[src/rtl/casc_counter_pkg.sv]
// Package: shared width and the per-edge action code of a counter stage.
// Assumes: each stage is a 4-bit nibble; wider counters chain stages.
package casc_counter_pkg;

    localparam int NIB_W = 4;

    // Action a stage takes at the next rising edge (clear is asynchronous).
    typedef enum logic [1:0] {
        ACT_HOLD  = 2'd0,
        ACT_COUNT = 2'd1,
        ACT_LOAD  = 2'd2
    } stage_act_e;

endpackage

[src/rtl/casc_nib_next.sv]
// Module: casc_nib_next
// Purpose: decides the edge action of one stage and forms its next value.
// Assumes: clear is handled in the register itself; load beats counting,
//          counting needs both enables, everything else holds.
module casc_nib_next
    import casc_counter_pkg::*;
#(
    parameter int W = NIB_W
) (
    input  logic [W-1:0] cur,
    input  logic [W-1:0] ld_val,
    input  logic         ld_n,
    input  logic         en_p,
    input  logic         en_t,
    output stage_act_e   act,
    output logic [W-1:0] nxt
);

    // Priority decode of the edge action.
    always_comb begin
        if (!ld_n)             act = ACT_LOAD;
        else if (en_p && en_t) act = ACT_COUNT;
        else                   act = ACT_HOLD;
    end

    // Next value for the chosen action; binary add wraps all-ones to zero.
    always_comb begin
        unique case (act)
            ACT_LOAD:  nxt = ld_val;
            ACT_COUNT: nxt = cur + 1'b1;
            default:   nxt = cur;
        endcase
    end

endmodule

[src/rtl/casc_nib_stage.sv]
// Module: casc_nib_stage
// Purpose: one counter stage with register, asynchronous clear and a
//          terminal-count output gated by the stage's carry enable.
// Assumes: clr_n may change at any time; other inputs are synchronous.
module casc_nib_stage
    import casc_counter_pkg::*;
#(
    parameter int W = NIB_W
) (
    input  logic         clk,
    input  logic         clr_n,
    input  logic         ld_n,
    input  logic [W-1:0] ld_val,
    input  logic         en_p,
    input  logic         en_t,
    output logic [W-1:0] q,
    output logic         tc
);

    localparam logic [W-1:0] ALL_ONES = '1;

    stage_act_e   act;
    logic [W-1:0] q_nxt;

    casc_nib_next #(.W(W)) next_i (
        .cur    (q),
        .ld_val (ld_val),
        .ld_n   (ld_n),
        .en_p   (en_p),
        .en_t   (en_t),
        .act    (act),
        .nxt    (q_nxt)
    );

    // Count register: cleared asynchronously, otherwise updated each edge.
    always_ff @(posedge clk or negedge clr_n) begin
        if (!clr_n) q <= '0;
        else        q <= q_nxt;
    end

    // Terminal count: look-ahead carry out, forced low during clear.
    always_comb begin
        tc = clr_n && en_t && (q == ALL_ONES);
    end

    // clear holds the stage at zero.
    assert_clear_zero_R1: assert property (@(negedge clk)
        !clr_n |-> q == '0);

    // clear keeps the terminal count low.
    assert_clear_tc_R2: assert property (@(negedge clk)
        !clr_n |-> !tc);

    // a load copies the data word regardless of enables.
    assert_load_R3: assert property (@(posedge clk) disable iff (!clr_n)
        !ld_n |=> q == $past(ld_val));

    // both enables high and no load give an increment.
    assert_count_R4: assert property (@(posedge clk) disable iff (!clr_n)
        (ld_n && en_p && en_t) |=> q == $past(q) + 1'b1);

    // a dropped enable without load keeps the value.
    assert_hold_R5: assert property (@(posedge clk) disable iff (!clr_n)
        (ld_n && !(en_p && en_t)) |=> $stable(q));

    // all ones counts to zero.
    assert_wrap_R7: assert property (@(posedge clk) disable iff (!clr_n)
        (ld_n && en_p && en_t && q == ALL_ONES) |=> q == '0);

endmodule

[src/rtl/casc_counter.sv]
// Module: casc_counter (top)
// Purpose: chains STAGES counter stages into one wide binary counter; each
//          stage's carry enable comes from the terminal count below it.
// Assumes: en_carry is tied high for a standalone counter; en_par and the
//          load strobe are shared by all stages.
module casc_counter
    import casc_counter_pkg::*;
#(
    parameter int STAGES = 2
) (
    input  logic                    clk,
    input  logic                    clr_n,
    input  logic                    load_n,
    input  logic [STAGES*NIB_W-1:0] load_val,
    input  logic                    en_par,
    input  logic                    en_carry,
    output logic [STAGES*NIB_W-1:0] count,
    output logic                    term
);

    localparam int W = STAGES * NIB_W;

    logic [STAGES:0]   carry;   // carry[k] is the carry enable of stage k
    logic [STAGES-1:0] st_tc;

    // Bottom of the carry chain comes from the port.
    always_comb carry[0] = en_carry;

    for (genvar k = 0; k < STAGES; k++) begin : g_stage
        casc_nib_stage #(.W(NIB_W)) stage_i (
            .clk    (clk),
            .clr_n  (clr_n),
            .ld_n   (load_n),
            .ld_val (load_val[k*NIB_W +: NIB_W]),
            .en_p   (en_par),
            .en_t   (carry[k]),
            .q      (count[k*NIB_W +: NIB_W]),
            .tc     (st_tc[k])
        );
        // Next stage is enabled by this stage's terminal count.
        always_comb carry[k+1] = st_tc[k];
    end

    // Chain output is the top stage's terminal count.
    always_comb term = carry[STAGES];

    // terminal count implies all ones with carry enable high.
    assert_tc_R6: assert property (@(posedge clk) disable iff (!clr_n)
        term |-> (count == {W{1'b1}}) && en_carry);

    // the chain increments as one wide counter.
    assert_chain_R8: assert property (@(posedge clk) disable iff (!clr_n)
        (load_n && en_par && en_carry) |=> count == $past(count) + 1'b1);

    // with the broadcast enable low nothing moves, even at a carry.
    assert_chain_hold_R8: assert property (@(posedge clk) disable iff (!clr_n)
        (load_n && !en_par) |=> $stable(count));

endmodule

[config.mk]
export PLATFORM = sky130hd
export DESIGN_NAME = casc_counter
export DESIGN_NICKNAME = d
export VERILOG_FILES = /design/src/rtl/casc_counter_pkg.sv /design/src/rtl/casc_nib_next.sv /design/src/rtl/casc_nib_stage.sv /design/src/rtl/casc_counter.sv
export SDC_FILE = /design/constraint.sdc
export NUM_CORES = 1
export LEC_CHECK = 0
export BUFFER_PORTS_ARGS = -buffer_cell sky130_fd_sc_hd__buf_4
export CELL_PAD_IN_SITES_DETAIL_PLACEMENT = 1
export CELL_PAD_IN_SITES_GLOBAL_PLACEMENT = 2
export CORE_MARGIN = 3
export CORE_UTILIZATION = 21
export DETAILED_ROUTE_END_ITERATION = 12
export PLACE_DENSITY = 0.77
export SYNTH_ARGS = -nofsm -noshare
export SYNTH_HDL_FRONTEND = slang
export SYNTH_HIERARCHICAL = 1
export SYNTH_SLANG_ARGS = --single-unit
[constraint.sdc]
create_clock -name clk -period 1.35 [get_ports clk]
set_input_delay 0.2025 -clock clk [delete_from_list [all_inputs] [get_ports clk]]
set_output_delay 0.2025 -clock clk [all_outputs]
set_load 0.005 [all_outputs]
## Word level (Yosys, flattened, before mapping)

Cells that the tools add are included.

| operators by class | value |
|---|---|
| muxes and demuxes | 6 |
| $add $sub $neg | 2 |
| eq/ne operators | 6 |
| reduce and logical (&&, ||, !) cells | 8 |

Operator list:

| kind | number |
|---|---|
| $pmux W4 S2 | 2 |
| $add A4 B1 Y4 const B | 2 |
| $eq A4 B4 Y1 const B | 2 |
| $logic_and A1 B1 Y1 | 6 |
| $eq A2 B1 Y1 const B | 2 |
| $eq A2 B2 Y1 const B | 2 |
| $mux W2 | 2 |
| $reduce_bool A2 Y1 | 2 |
| $mux W1 | 2 |

| word-level totals | value |
|---|---|
| output and inout port bits | 9 |
| logic and storage cells | 24 |
| input port bits | 13 |
| register bits after elaboration | 8 |

## Logic depth before layout (Yosys ltp)

| depth | value |
|---|---|
| depth after elaboration | 7 |
| mapped depth | 5 |
| mapped depth without buffers | 5 |

## Modules after synthesis

The synthesis kept the hierarchy.

Modules (own cells, without submodules):

| module | cells each | times used | seq. area each (sq um) | area each (sq um) |
|---|---|---|---|---|
| casc_nib_next | 20 | 2 | 0.0 | 115.1 |
| casc_nib_stage | 7 | 2 | 100.1 | 113.9 |

## Worst setup path after synthesis

Ideal clock, no wire load.

| path | value |
|---|---|
| path type | reg-to-reg |
| start point | reg g_stage[0].stage_i.q[0] |
| end point | reg g_stage[1].stage_i.q[3] |
| stages on the path, launching flop included | 6 |
| setup slack | -0.004 ns |
| period minus slack after synthesis | 1.354 ns |
| data arrival time | 1.272 ns |
| cells stage by stage | dfrtp_1 -> nand4_1 -> nor2_1 -> nand2_2 -> or3_1 -> a31oi_1 |

| on the way | value |
|---|---|
| longest elaborated chain between the ends | 7 |

Ends and longest elaborated chain:

| element | RTL line | RTL |
|---|---|---|
| start, declared | casc_nib_stage.sv:16 | `output logic [W-1:0] q,` |
| start signal, assigned | casc_nib_stage.sv:38 | `else q <= q_nxt;` |
| $eq A4 B4 Y1 * | casc_nib_stage.sv:43 | `tc = clr_n && en_t && (q == ALL_ONES);` |
| $logic_and A1 B1 Y1 * | casc_nib_stage.sv:43 |  |
| net carry[1] | casc_counter.sv:23 | `logic [STAGES:0] carry;` |
| $logic_and A1 B1 Y1 * | casc_nib_next.sv:22 | `else if (en_p && en_t) act = ACT_COUNT;` |
| $mux W1 * | casc_nib_next.sv:22 |  |
| $mux W2 * | casc_nib_next.sv:21 | `if (!ld_n) act = ACT_LOAD;` |
| $eq A2 B1 Y1 or $eq A2 B2 Y1 (tied branches) | casc_nib_next.sv:28 | `unique case (act)` |
| $pmux W4 S2 * | casc_nib_next.sv:28 |  |
| net g_stage[1].stage_i.q_nxt[3] | casc_nib_stage.sv:23 | `logic [W-1:0] q_nxt;` |
| end signal, assigned | casc_nib_stage.sv:38 |  |
| end, declared | casc_nib_stage.sv:16 |  |

Mark *: on every way through the listed nets, which the timed path passes. The rest lies on a longest branch.
A chain may end at the register's enable or synchronous reset.

## Worst setup path after layout

| path | value |
|---|---|
| start point | reg g_stage[0].stage_i.q[1] |
| end point | out term |

| on the way | value |
|---|---|
| longest elaborated chain between the ends | 4 |

Ends and longest elaborated chain:

| element | RTL line | RTL |
|---|---|---|
| $eq A4 B4 Y1 | casc_nib_stage.sv:43 |  |
| $logic_and A1 B1 Y1 | casc_nib_stage.sv:43 |  |
| net carry[1] | casc_counter.sv:23 |  |
| $logic_and A1 B1 Y1 (2 in a row) | casc_nib_stage.sv:43 |  |
| end, declared | casc_counter.sv:18 | `output logic term` |

The timed path passes the listed nets, and every way through them passes these cells.

==> key figures <==
Critical path
  • Internal reg-to-reg setup slack: -0.06 ns
  • Worst Setup Start Kind: flop
  • Worst setup path class: flop to output pin
  • Req. time, crit path: 1.15 ns
  • Reg2reg start: g_stage[0].stage_i/q[1]$_DFF_PN0_
  • Critical path arrival: roughly 1.3 ns
  • Critical path startpoint: g_stage[0].stage_i/q[1]$_DFF_PN0_
  • Worst Setup EP: term
  • Worst r2r path cells: 7
  • CP endpoint kind: output pin
  • Worst-path fanout max: 2
  • Crit Reg-Reg Endpoint: g_stage[1].stage_i/q[3]$_DFF_PN0_

Yosys
  • Post-Synthesis Cell Area: approximately 440 µm²
  • Syn avg cell area: 8.86 µm²
  • Syn. warnings: 6
  • Syn Nets: 65
  • Gate Count Post-Synth: 50

Global route
  • Gr ovfl total: 0
  • Vias in the first global route: 507
  • Largest net degree at the start of global routing: 17
  • Initial antenna violation count: 0
  • Gr usage total: 11.8%
  • First-pass GRT wire length: 2310 µm

STA
  • Skew final: 0.00752 ns
  • Pins Over Slew Limit: 0
  • Tightest Pin Transition: 0.386 ns
  • # setup viols final: 2
  • Setup WS post-layout: -0.128 ns
  • Slew headroom: 74.2%
  • RSZ-0062 raised after global routing: yes
  • Highest Clock Rate: 677 MHz
  • Hold Worst Slack: just under 0.2 ns
  • Minimum clock period: 1.48 ns
  • Final Hold Viols: 0
  • Period utilization: 109%

Routing
  • Drt first-iter violations: 1
  • Via/cell ratio: 4.48
  • Final WL: 1390 µm
  • Drc violations: 0
  • Post-DRT Antenna Nets: 0
  • Pre-antenna DRT Iters: 2
  • Vias post-DR: roughly 490
  • WL/cell: 12.7 µm

Placed design
  • I/O Buffers: 21
  • HPWL after DPL: about 1000 µm
  • Worst slack at placement: roughly 0.070 ns
  • Placed Cells incl. Taps: 100
  • GP Congestion: about 0.7

Clock tree
  • CTS Sinks: 8
  • CTS root buffer: clkbuf_4
  • Clk Latency, worst-skew pair: 0.25 ns
  • CTS H-Tree Depth: 1
  • CTS tree: built
  • Clock Path Buffers: 2
  • Register clock-pin slew on the reported worst setup and hold paths: 0.06 ns
  • TritonCTS buffer count: 3

Flow run
  • Max Cap Viol: 0

Floorplanning
  • Core ar.: 1860 µm²
  • Die ar.: ~2700 µm²
  • Die Y: 51.9 µm
  • Core Rows: 15
  • Starting Density: 23.8%
  • Die Width: 51.9 µm
  • IO Count: 22

Final layout
  • ANT cells: 0
  • Layout net count: 101
  • Largest register FFs: 8
  • Largest register by flop count: g_stage.stage_i/q
  • Proportion of layout cells with a drive suffix above 1: 48.8%
  • Biggest regs: g_stage.stage_i/q: 8 flops
  • Synthesis-to-layout area growth: 75.4%
  • Post-Layout Cell Count: 109

Outcome
  • Outcome: complete, but fails checks
  • Failing checks: setup timing

Pwr
  • Power consumption: 0.000683 W
  • Cell Pwr Density: between 800 and 900 nW/µm²
  • Leakage Power: 0.367 nW
  • VDD IR max: approximately 0.00038 V

Worst hold path
  • Hold Path Class: primary input to flop
## per-layer routing
layer	track usage [%]	vias up	part of all wire, %
li1	-	246	-
met1	13.1	228	43
met2	21.5	12	51
met3	2.01	2	4.3
met4	5.24	0	1.9
met5	0	-	0
## metrics by stage
step / instance area (µm²) / util (%) / TNS (ns)
final: 777 / 41.8 / -0.189
after global routing: 777 / 41.8 / -0.523
after CTS: 731 / 39.3 / -0.139
after detailed placement: 669 / 36.0 / 0
after global placement: 669 / 36.0 / 0
after floorplan: 443 / - / 0
## cell usage in the layout, fill, tap and decap left out, types with 2 or more instances in the layout
master	count
buf_6	2
o21ai_0	2
xor2_1	4
buf_4	30
a21oi_1	6
nor2_1	9
nand3_1	3
dfrtp_1	8
nand4_1	2
clkbuf_4	3
nand2_1	2
mux2i_1	2
a31oi_1	2
## worst min-delay path by stage
stage          cells after the start                                 to   startpoint
6_report                           3  g_stage[0].stage_i/q[2]$_DFF_PN0_  load_val[2]
5_1_grt                            3  g_stage[1].stage_i/q[1]$_DFF_PN0_  load_val[5]
4_1_cts                            3  g_stage[1].stage_i/q[1]$_DFF_PN0_  load_val[5]
3_5_place_dp                       2  g_stage[0].stage_i/q[3]$_DFF_PN0_        clr_n
3_3_place_gp                       2  g_stage[0].stage_i/q[3]$_DFF_PN0_        clr_n
2_1_floorplan                      0  g_stage[0].stage_i/q[0]$_DFF_PN0_        clr_n
## layout make-up
type                    count  area, µm²
fillers                   221       1080
repair buffers             33        258
clock buffers               3       22.5
flip-flops and latches      8        200
multi-input cells          40        265
well taps                  25       31.3
## worst max-delay path, cell delays in order, from the launching register on
cell and delay [ns]:
dfrtp_1 0.35, nand4_1 0.10, nor2_2 0.12, buf_4 0.13, nand4_1 0.09, nor2_1 0.12, buf_4 0.11
## repair_timing
item,in CTS,in global routing
hold endpoints to repair,8,0
endpoints found under the setup margin,1,5
gates cloned,0,0
resized for setup,2,7
pin swaps,3,9
buffers inserted,3,4
hold buffers,1,0
## report_power, final
part           switching, W  internal, W
clock             0.0000797     0.000102
combinational     0.0000900     0.000122
sequential        0.0000237     0.000265
Power figures use the tool's default switching activity.
